$ cat config.mk
export PLATFORM = sky130hd
export DESIGN_NAME = xcvr_path_rst_seq
export DESIGN_NICKNAME = d
export VERILOG_FILES = /design/src/rtl/xrst_pkg.sv /design/src/rtl/xrst_sat_cnt.sv /design/src/rtl/xrst_link_mon.sv /design/src/rtl/xrst_phase_fsm.sv /design/src/rtl/xcvr_path_rst_seq.sv
export SDC_FILE = /design/constraint.sdc
export NUM_CORES = 1
export LEC_CHECK = 0
export BUFFER_PORTS_ARGS = -buffer_cell sky130_fd_sc_hd__buf_2
export CELL_PAD_IN_SITES_DETAIL_PLACEMENT = 2
export CELL_PAD_IN_SITES_GLOBAL_PLACEMENT = 2
export CORE_ASPECT_RATIO = 0.5
export CORE_MARGIN = 2
export CORE_UTILIZATION = 25
export DETAILED_ROUTE_END_ITERATION = 10
export GPL_TIMING_DRIVEN = 1
export MAX_ROUTING_LAYER = met4
export PLACE_DENSITY_LB_ADDON = 0.15
export SETUP_SLACK_MARGIN = 0.1
export SLEW_MARGIN = 20
export SYNTH_ARGS = -nofsm -noshare
export SYNTH_HDL_FRONTEND = slang
export SYNTH_SLANG_ARGS = --single-unit
$ cat constraint.sdc
create_clock -name clk -period 3.5 [get_ports clk]
set_input_delay 0.7 -clock clk [delete_from_list [all_inputs] [get_ports clk]]
set_output_delay 0.7 -clock clk [all_outputs]
set_load 0.005 [all_outputs]
$ cat src/rtl/xrst_pkg.sv
package xrst_pkg;

    typedef enum logic [1:0] {
        PH_SER   = 2'd0,
        PH_PROTO = 2'd1,
        PH_CHECK = 2'd2,
        PH_READY = 2'd3
    } phase_e;

    typedef struct packed {
        logic ser_rst;
        logic proto_rst;
        logic ready;
    } rst_out_s;

    function automatic rst_out_s decode_phase(phase_e p);
        rst_out_s o;
        o.ser_rst   = (p == PH_SER);
        o.proto_rst = (p == PH_SER) || (p == PH_PROTO);
        o.ready     = (p == PH_READY);
        return o;
    endfunction

    function automatic int unsigned last_count(int unsigned w);
        return (32'd1 << w) - 32'd1;
    endfunction

endpackage

$ cat src/rtl/xrst_sat_cnt.sv
module xrst_sat_cnt #(
    parameter int unsigned W = 4
) (
    input  logic clk,
    input  logic rst,
    input  logic clr,
    input  logic inc,
    output logic done
);
    localparam logic [W-1:0] MAXV = '1;

    logic [W-1:0] cnt;

    always_ff @(posedge clk) begin
        if (rst || clr)
            cnt <= '0;
        else if (inc && (cnt != MAXV))
            cnt <= cnt + 1'b1;
    end

    assign done = (cnt == MAXV);

    // a completed count stays completed until cleared (no wrap)
    a_r6_no_wrap: assert property (@(posedge clk) disable iff (rst)
        (done && !clr) |=> done);

endmodule

$ cat src/rtl/xrst_link_mon.sv
module xrst_link_mon #(
    parameter int unsigned LOSS_W = 13,
    parameter int unsigned LOCK_W = 11,
    parameter int unsigned ERR_W  = 6
) (
    input  logic clk,
    input  logic rst,
    input  logic lol_i,
    input  logic rx_err_i,
    input  logic hold_i,
    input  logic in_check_i,
    output logic loss_done,
    output logic lock_done,
    output logic err_done
);
    logic lock_clr;
    logic err_clr;

    assign lock_clr = lol_i || hold_i;
    assign err_clr  = !in_check_i;

    xrst_sat_cnt #(.W(LOSS_W)) u_loss (
        .clk(clk), .rst(rst), .clr(!lol_i), .inc(lol_i), .done(loss_done)
    );

    xrst_sat_cnt #(.W(LOCK_W)) u_lock (
        .clk(clk), .rst(rst), .clr(lock_clr), .inc(1'b1), .done(lock_done)
    );

    xrst_sat_cnt #(.W(ERR_W)) u_err (
        .clk(clk), .rst(rst), .clr(err_clr), .inc(rx_err_i), .done(err_done)
    );

    // loss of lock restarts the lock window
    a_r7_lock_clear: assert property (@(posedge clk) disable iff (rst)
        lol_i |=> !lock_done);

    // a low lol_i breaks any loss run
    a_r6_loss_clear: assert property (@(posedge clk) disable iff (rst)
        !lol_i |=> !loss_done);

    // error count cannot be complete outside the check phase
    a_r9_err_scope: assert property (@(posedge clk) disable iff (rst)
        !in_check_i |=> !err_done);

endmodule

$ cat src/rtl/xrst_phase_fsm.sv
module xrst_phase_fsm
    import xrst_pkg::*;
#(
    parameter int unsigned SER_W   = 2,
    parameter int unsigned PROTO_W = 3
) (
    input  logic   clk,
    input  logic   rst,
    input  logic   force_ser,
    input  logic   force_proto,
    input  logic   loss_done,
    input  logic   lock_done,
    input  logic   err_done,
    output phase_e phase
);
    localparam int unsigned TW = (SER_W > PROTO_W) ? SER_W : PROTO_W;
    localparam logic [TW-1:0] SER_LAST   = TW'(last_count(SER_W));
    localparam logic [TW-1:0] PROTO_LAST = TW'(last_count(PROTO_W));

    phase_e        nxt;
    logic          restart;
    logic [TW-1:0] tmr;

    always_comb begin
        nxt     = phase;
        restart = 1'b0;
        if (force_ser || loss_done) begin
            nxt     = PH_SER;
            restart = 1'b1;
        end else if (force_proto && (phase != PH_SER)) begin
            nxt     = PH_PROTO;
            restart = 1'b1;
        end else begin
            case (phase)
                PH_SER:   if (tmr == SER_LAST) nxt = PH_PROTO;
                PH_PROTO: if (tmr == PROTO_LAST) nxt = PH_CHECK;
                PH_CHECK: begin
                    if (err_done)       nxt = PH_PROTO;
                    else if (lock_done) nxt = PH_READY;
                end
                default: ;
            endcase
        end
    end

    always_ff @(posedge clk) begin
        if (rst) begin
            phase <= PH_SER;
            tmr   <= '0;
        end else begin
            phase <= nxt;
            if (restart || (nxt != phase))
                tmr <= '0;
            else if ((phase == PH_SER) || (phase == PH_PROTO))
                tmr <= tmr + 1'b1;
        end
    end

    // completed loss count returns to the serializer phase
    a_r6_loss_to_ser: assert property (@(posedge clk) disable iff (rst)
        loss_done |=> (phase == PH_SER));

    // completed error count in the check phase leads to protocol reset
    a_r8_err_to_proto: assert property (@(posedge clk) disable iff (rst)
        (phase == PH_CHECK && err_done && !force_ser && !loss_done) |=> (phase == PH_PROTO));

    // the serializer phase only exits into the protocol phase
    a_r3_ser_exit: assert property (@(posedge clk) disable iff (rst)
        (phase == PH_SER && !force_ser && !loss_done) |=> (phase inside {PH_SER, PH_PROTO}));

endmodule

$ cat src/rtl/xcvr_path_rst_seq.sv
module xcvr_path_rst_seq
    import xrst_pkg::*;
#(
    parameter int unsigned SER_CNT_W   = 2,
    parameter int unsigned PROTO_CNT_W = 3,
    parameter int unsigned LOCK_CNT_W  = 11,
    parameter int unsigned ERR_CNT_W   = 6,
    parameter int unsigned LOSS_CNT_W  = 13
) (
    input  logic clk,
    input  logic rst,
    input  logic ser_rst_shared_i,
    input  logic ser_rst_path_i,
    input  logic proto_rst_shared_i,
    input  logic proto_rst_path_i,
    input  logic lol_i,
    input  logic rx_err_i,
    output logic ser_rst_o,
    output logic proto_rst_o,
    output logic ready_o
);
    phase_e   phase;
    rst_out_s outs;
    logic     force_ser;
    logic     force_proto;
    logic     loss_done;
    logic     lock_done;
    logic     err_done;

    assign force_ser   = ser_rst_shared_i || ser_rst_path_i;
    assign force_proto = proto_rst_shared_i || proto_rst_path_i;
    assign outs        = decode_phase(phase);

    xrst_link_mon #(
        .LOSS_W(LOSS_CNT_W),
        .LOCK_W(LOCK_CNT_W),
        .ERR_W (ERR_CNT_W)
    ) u_mon (
        .clk       (clk),
        .rst       (rst),
        .lol_i     (lol_i),
        .rx_err_i  (rx_err_i),
        .hold_i    (outs.ser_rst || outs.proto_rst),
        .in_check_i(phase == PH_CHECK),
        .loss_done (loss_done),
        .lock_done (lock_done),
        .err_done  (err_done)
    );

    xrst_phase_fsm #(
        .SER_W  (SER_CNT_W),
        .PROTO_W(PROTO_CNT_W)
    ) u_fsm (
        .clk        (clk),
        .rst        (rst),
        .force_ser  (force_ser),
        .force_proto(force_proto),
        .loss_done  (loss_done),
        .lock_done  (lock_done),
        .err_done   (err_done),
        .phase      (phase)
    );

    assign ser_rst_o   = outs.ser_rst;
    assign proto_rst_o = outs.proto_rst;
    assign ready_o     = outs.ready;

    // either serializer request gives serializer reset next cycle
    a_r4_ser_force: assert property (@(posedge clk) disable iff (rst)
        force_ser |=> (ser_rst_o && proto_rst_o && !ready_o));

    // protocol request outside serializer phase gives protocol-only reset
    a_r5_proto_force: assert property (@(posedge clk) disable iff (rst)
        (force_proto && !force_ser && !loss_done && !ser_rst_o) |=> (proto_rst_o && !ser_rst_o));

    // ready can only rise out of the stability check
    a_r7_ready_entry: assert property (@(posedge clk) disable iff (rst)
        $rose(ready_o) |-> $past(phase == PH_CHECK));

    // at most one of the three outputs signals the ready phase
    a_r2_ready_excl: assert property (@(posedge clk) disable iff (rst)
        ready_o |-> !(ser_rst_o || proto_rst_o));

endmodule

==> results_dict.tcl <==
set metrics [dict create \
    status "finished, final reports clean" \
    gp_congestion 0.7255 \
    cap_violations 0 \
    synthCells 207 \
    port_buffers 10 \
    post_cts_buffers 0 \
    ctsHoldBuffers 0 \
    drive_gt1_share_pct 8.219 \
    tightest_slew_ns 0.6323 \
    path_clk_slew_ns 0.05 \
    syn_nets 221 \
    tritoncts_num_sinks 35 \
    area_growth_pct 16.74 \
    rsz0062_at_grt "no" \
    cts_buffers 5 \
    avgSynthCellArea_um2 8.378 \
    power_mw 0.8836 \
    hp-class "reg2reg" \
    dp_hpwl_um 3339 \
    grt_overflow 0 \
    viasPerCell 4.974 \
    cp.arrival_ns 1.21 \
    antenna_found_initial 0 \
    worst_skew_pair.late_latency_ns 0.28 \
    die_area_um2 7659 \
    layout.nets 232 \
    hold_viol 0 \
    fill_cells 766 \
    clock_skew_ns 0.002465 \
    start_util_pct 25.88 \
    routed-via-count 1547 \
    power_density_nw_per_um2 436.5 \
    rows 21 \
    fin_util_pct 30.21 \
    design.core.area_um2 6700 \
    firstDrtPassIters 3 \
    cp.required_ns 2.80 \
    leakage_nw 0.6859 \
    ys_ff_latch 35 \
    cp-start-kind "flop" \
    drc 0 \
    grt_max_degree 15 \
    die_height_um 62.89 \
    peakVddDrop_v 0.0001357 \
    clockBufferDepth 2 \
    setup_tns_ns 0 \
    setup_viol 0 \
    relSlewSlack_pct 57.52 \
    fin_crit_ns 1.907 \
    cts_tree "yes" \
    ys_seq_area_share_pct 40.40 \
    ys_warn_count 0 \
    grt_first_pass_wirelength_um 8010 \
    slew_violations 0 \
    min_period_over_period_pct 54.48 \
    htree_levels 2 \
    routed_wl_um 4427 \
    diodes 0 \
    cts_resized 0 \
    ios 11 \
    fmax_mhz 524.4 \
    clockRootBuffer "clkbuf_16" \
    crit_type "reg2out" \
    grt_pass1_vias 1678 \
    dieWidth_um 121.8 \
    wire_per_inst_um 14.23 \
    first_iter_violations 82 \
    drtAntennaViolNets 0 \
    grt.total_usage_pct 13.73 \
    synth.distinct_cells 38 \
    synth_area_um2 1734 \
    critPathCaptureType "output port" \
    cp_max_fo 14 \
]
[per-layer routing]
metal  GRT usage (%)  vias up  part of all wire, %
li1                -      773                    -
met1           16.25      764                   49
met2           22.28        6                   48
met3           4.380        4                  2.6
met4           4.310        0                  1.1
met5               -        -                    0
[worst max-delay path: stages (launching register included)]
cell     delay (ns)
dfxtp_1        0.59
inv_1          0.18
buf_2          0.16
[through the flow]
step / cell area (um2) / hold slack, ns / std cells / setup slack, ns
2_1_floorplan: 1734 / 0.4488 / 207 / 1.671
3_3_place_gp: 1868 / 0.4611 / 303 / 1.464
3_5_place_dp: 1868 / 0.4882 / 303 / 1.449
4_1_cts: 2024 / 0.4971 / 311 / 1.572
5_1_grt: 2024 / 0.5270 / 311 / 1.463
6_report: 2024 / 0.4932 / 311 / 1.593
[worst paths after layout]
path | start | end | slack (ns) | cells after the start
setup reg to reg | u_mon.u_loss.cnt[0]$_SDFFE_PP0P_ | u_mon.u_loss.cnt[9]$_SDFFE_PP0P_ | 1.65 | 5
hold reg to reg | u_mon.u_err.cnt[1]$_SDFFE_PP0P_ | u_mon.u_err.cnt[1]$_SDFFE_PP0P_ | 0.49 | 2
hold / removal | u_mon.u_err.cnt[1]$_SDFFE_PP0P_ | u_mon.u_err.cnt[1]$_SDFFE_PP0P_ | 0.49 | 2
setup / recovery | u_fsm.phase[1]$_SDFF_PP0_ | proto_rst_o | 1.59 | 2
[synthesized netlist by cell type]
cell type  number  share of area [%]
dfxtp_1        35                 40
nand2_1        20                4.3
nor2_1         20                4.3
a21oi_1        15                4.3
nand3_1        15                4.3
xnor2_1        11                5.6
o21ai_0         9                2.6
nor3_1          8                2.3
a31oi_1         7                2.5
ha_1            6                4.3
nand4_1         6                2.2
and3_1          5                1.8
and4_1          5                2.5
inv_1           5                1.1
or3_1           5                1.8
clkbuf_1        4               0.87
o211ai_1        4                1.7
xor2_1          4                2.0
mux2i_1         2                1.2
nor2b_1         2               0.72
or4_1           2               0.87
a2111oi_0       1               0.51
a211o_1         1               0.51
a211oi_1        1               0.43
a21o_1          1               0.43
a311o_1         1               0.58
a311oi_1        1               0.51
and2_1          1               0.36
and3b_1         1               0.51
and4b_1         1               0.58
buf_2           1               0.29
buf_6           1               0.65
mux2_2          1               0.65
nand2b_1        1               0.36
o21a_1          1               0.43
o311ai_0        1               0.51
o31ai_1         1               0.43
or3b_1          1               0.51
[registers in the layout, summed over array words and instances (netlist names)]
name	cells
u_mon.u_loss.cnt	13
u_mon.u_lock.cnt	11
u_mon.u_err.cnt	6
u_fsm.tmr	3
u_fsm.phase	2
[report_power, final]
group / total [mW] / internal [mW] / switching [mW]
combinational: 0.0173 / 0.00723 / 0.0100
sequential: 0.402 / 0.400 / 0.00148
clock: 0.465 / 0.303 / 0.162
total: 0.884 / 0.710 / 0.173
[cells by family after synthesis]
logic type               share of synthesized area, %
AND/OR/NAND/NOR                                 27.49
AO/OA/AOI/OAI                                   15.51
flip-flops                                      40.40
XOR/XNOR                                        7.575
buffers and inverters                           2.886
adder cells (fa/ha/maj)                         4.329
multiplexers                                    1.804
[placed cells by master (no fill, tap or decap), types with 4 or more instances in the layout]
cell        n
dfxtp_1    35
nor2_1     20
nand2_1    20
nand3_1    15
a21oi_1    15
xnor2_1    11
buf_2      10
o21ai_0     9
nor3_1      8
a31oi_1     7
nand4_1     6
ha_1        6
inv_1       5
and4_1      5
and3_1      5
or3_1       5
clkbuf_16   5
o211ai_1    4
xor2_1      4
[cell type report]
type | instances | area (um2) | share of cell area (%)
clock buffers | 8 | 156.4 | 7.726
inverters | 5 | 18.77 | 0.9271
multi-input cells | 161 | 983.4 | 48.58
flip-flops and latches | 35 | 700.7 | 34.61
well taps | 92 | 115.1 | 5.686
repair buffers | 10 | 50.05 | 2.472
No activity file was read; power rests on OpenSTA's default activity.
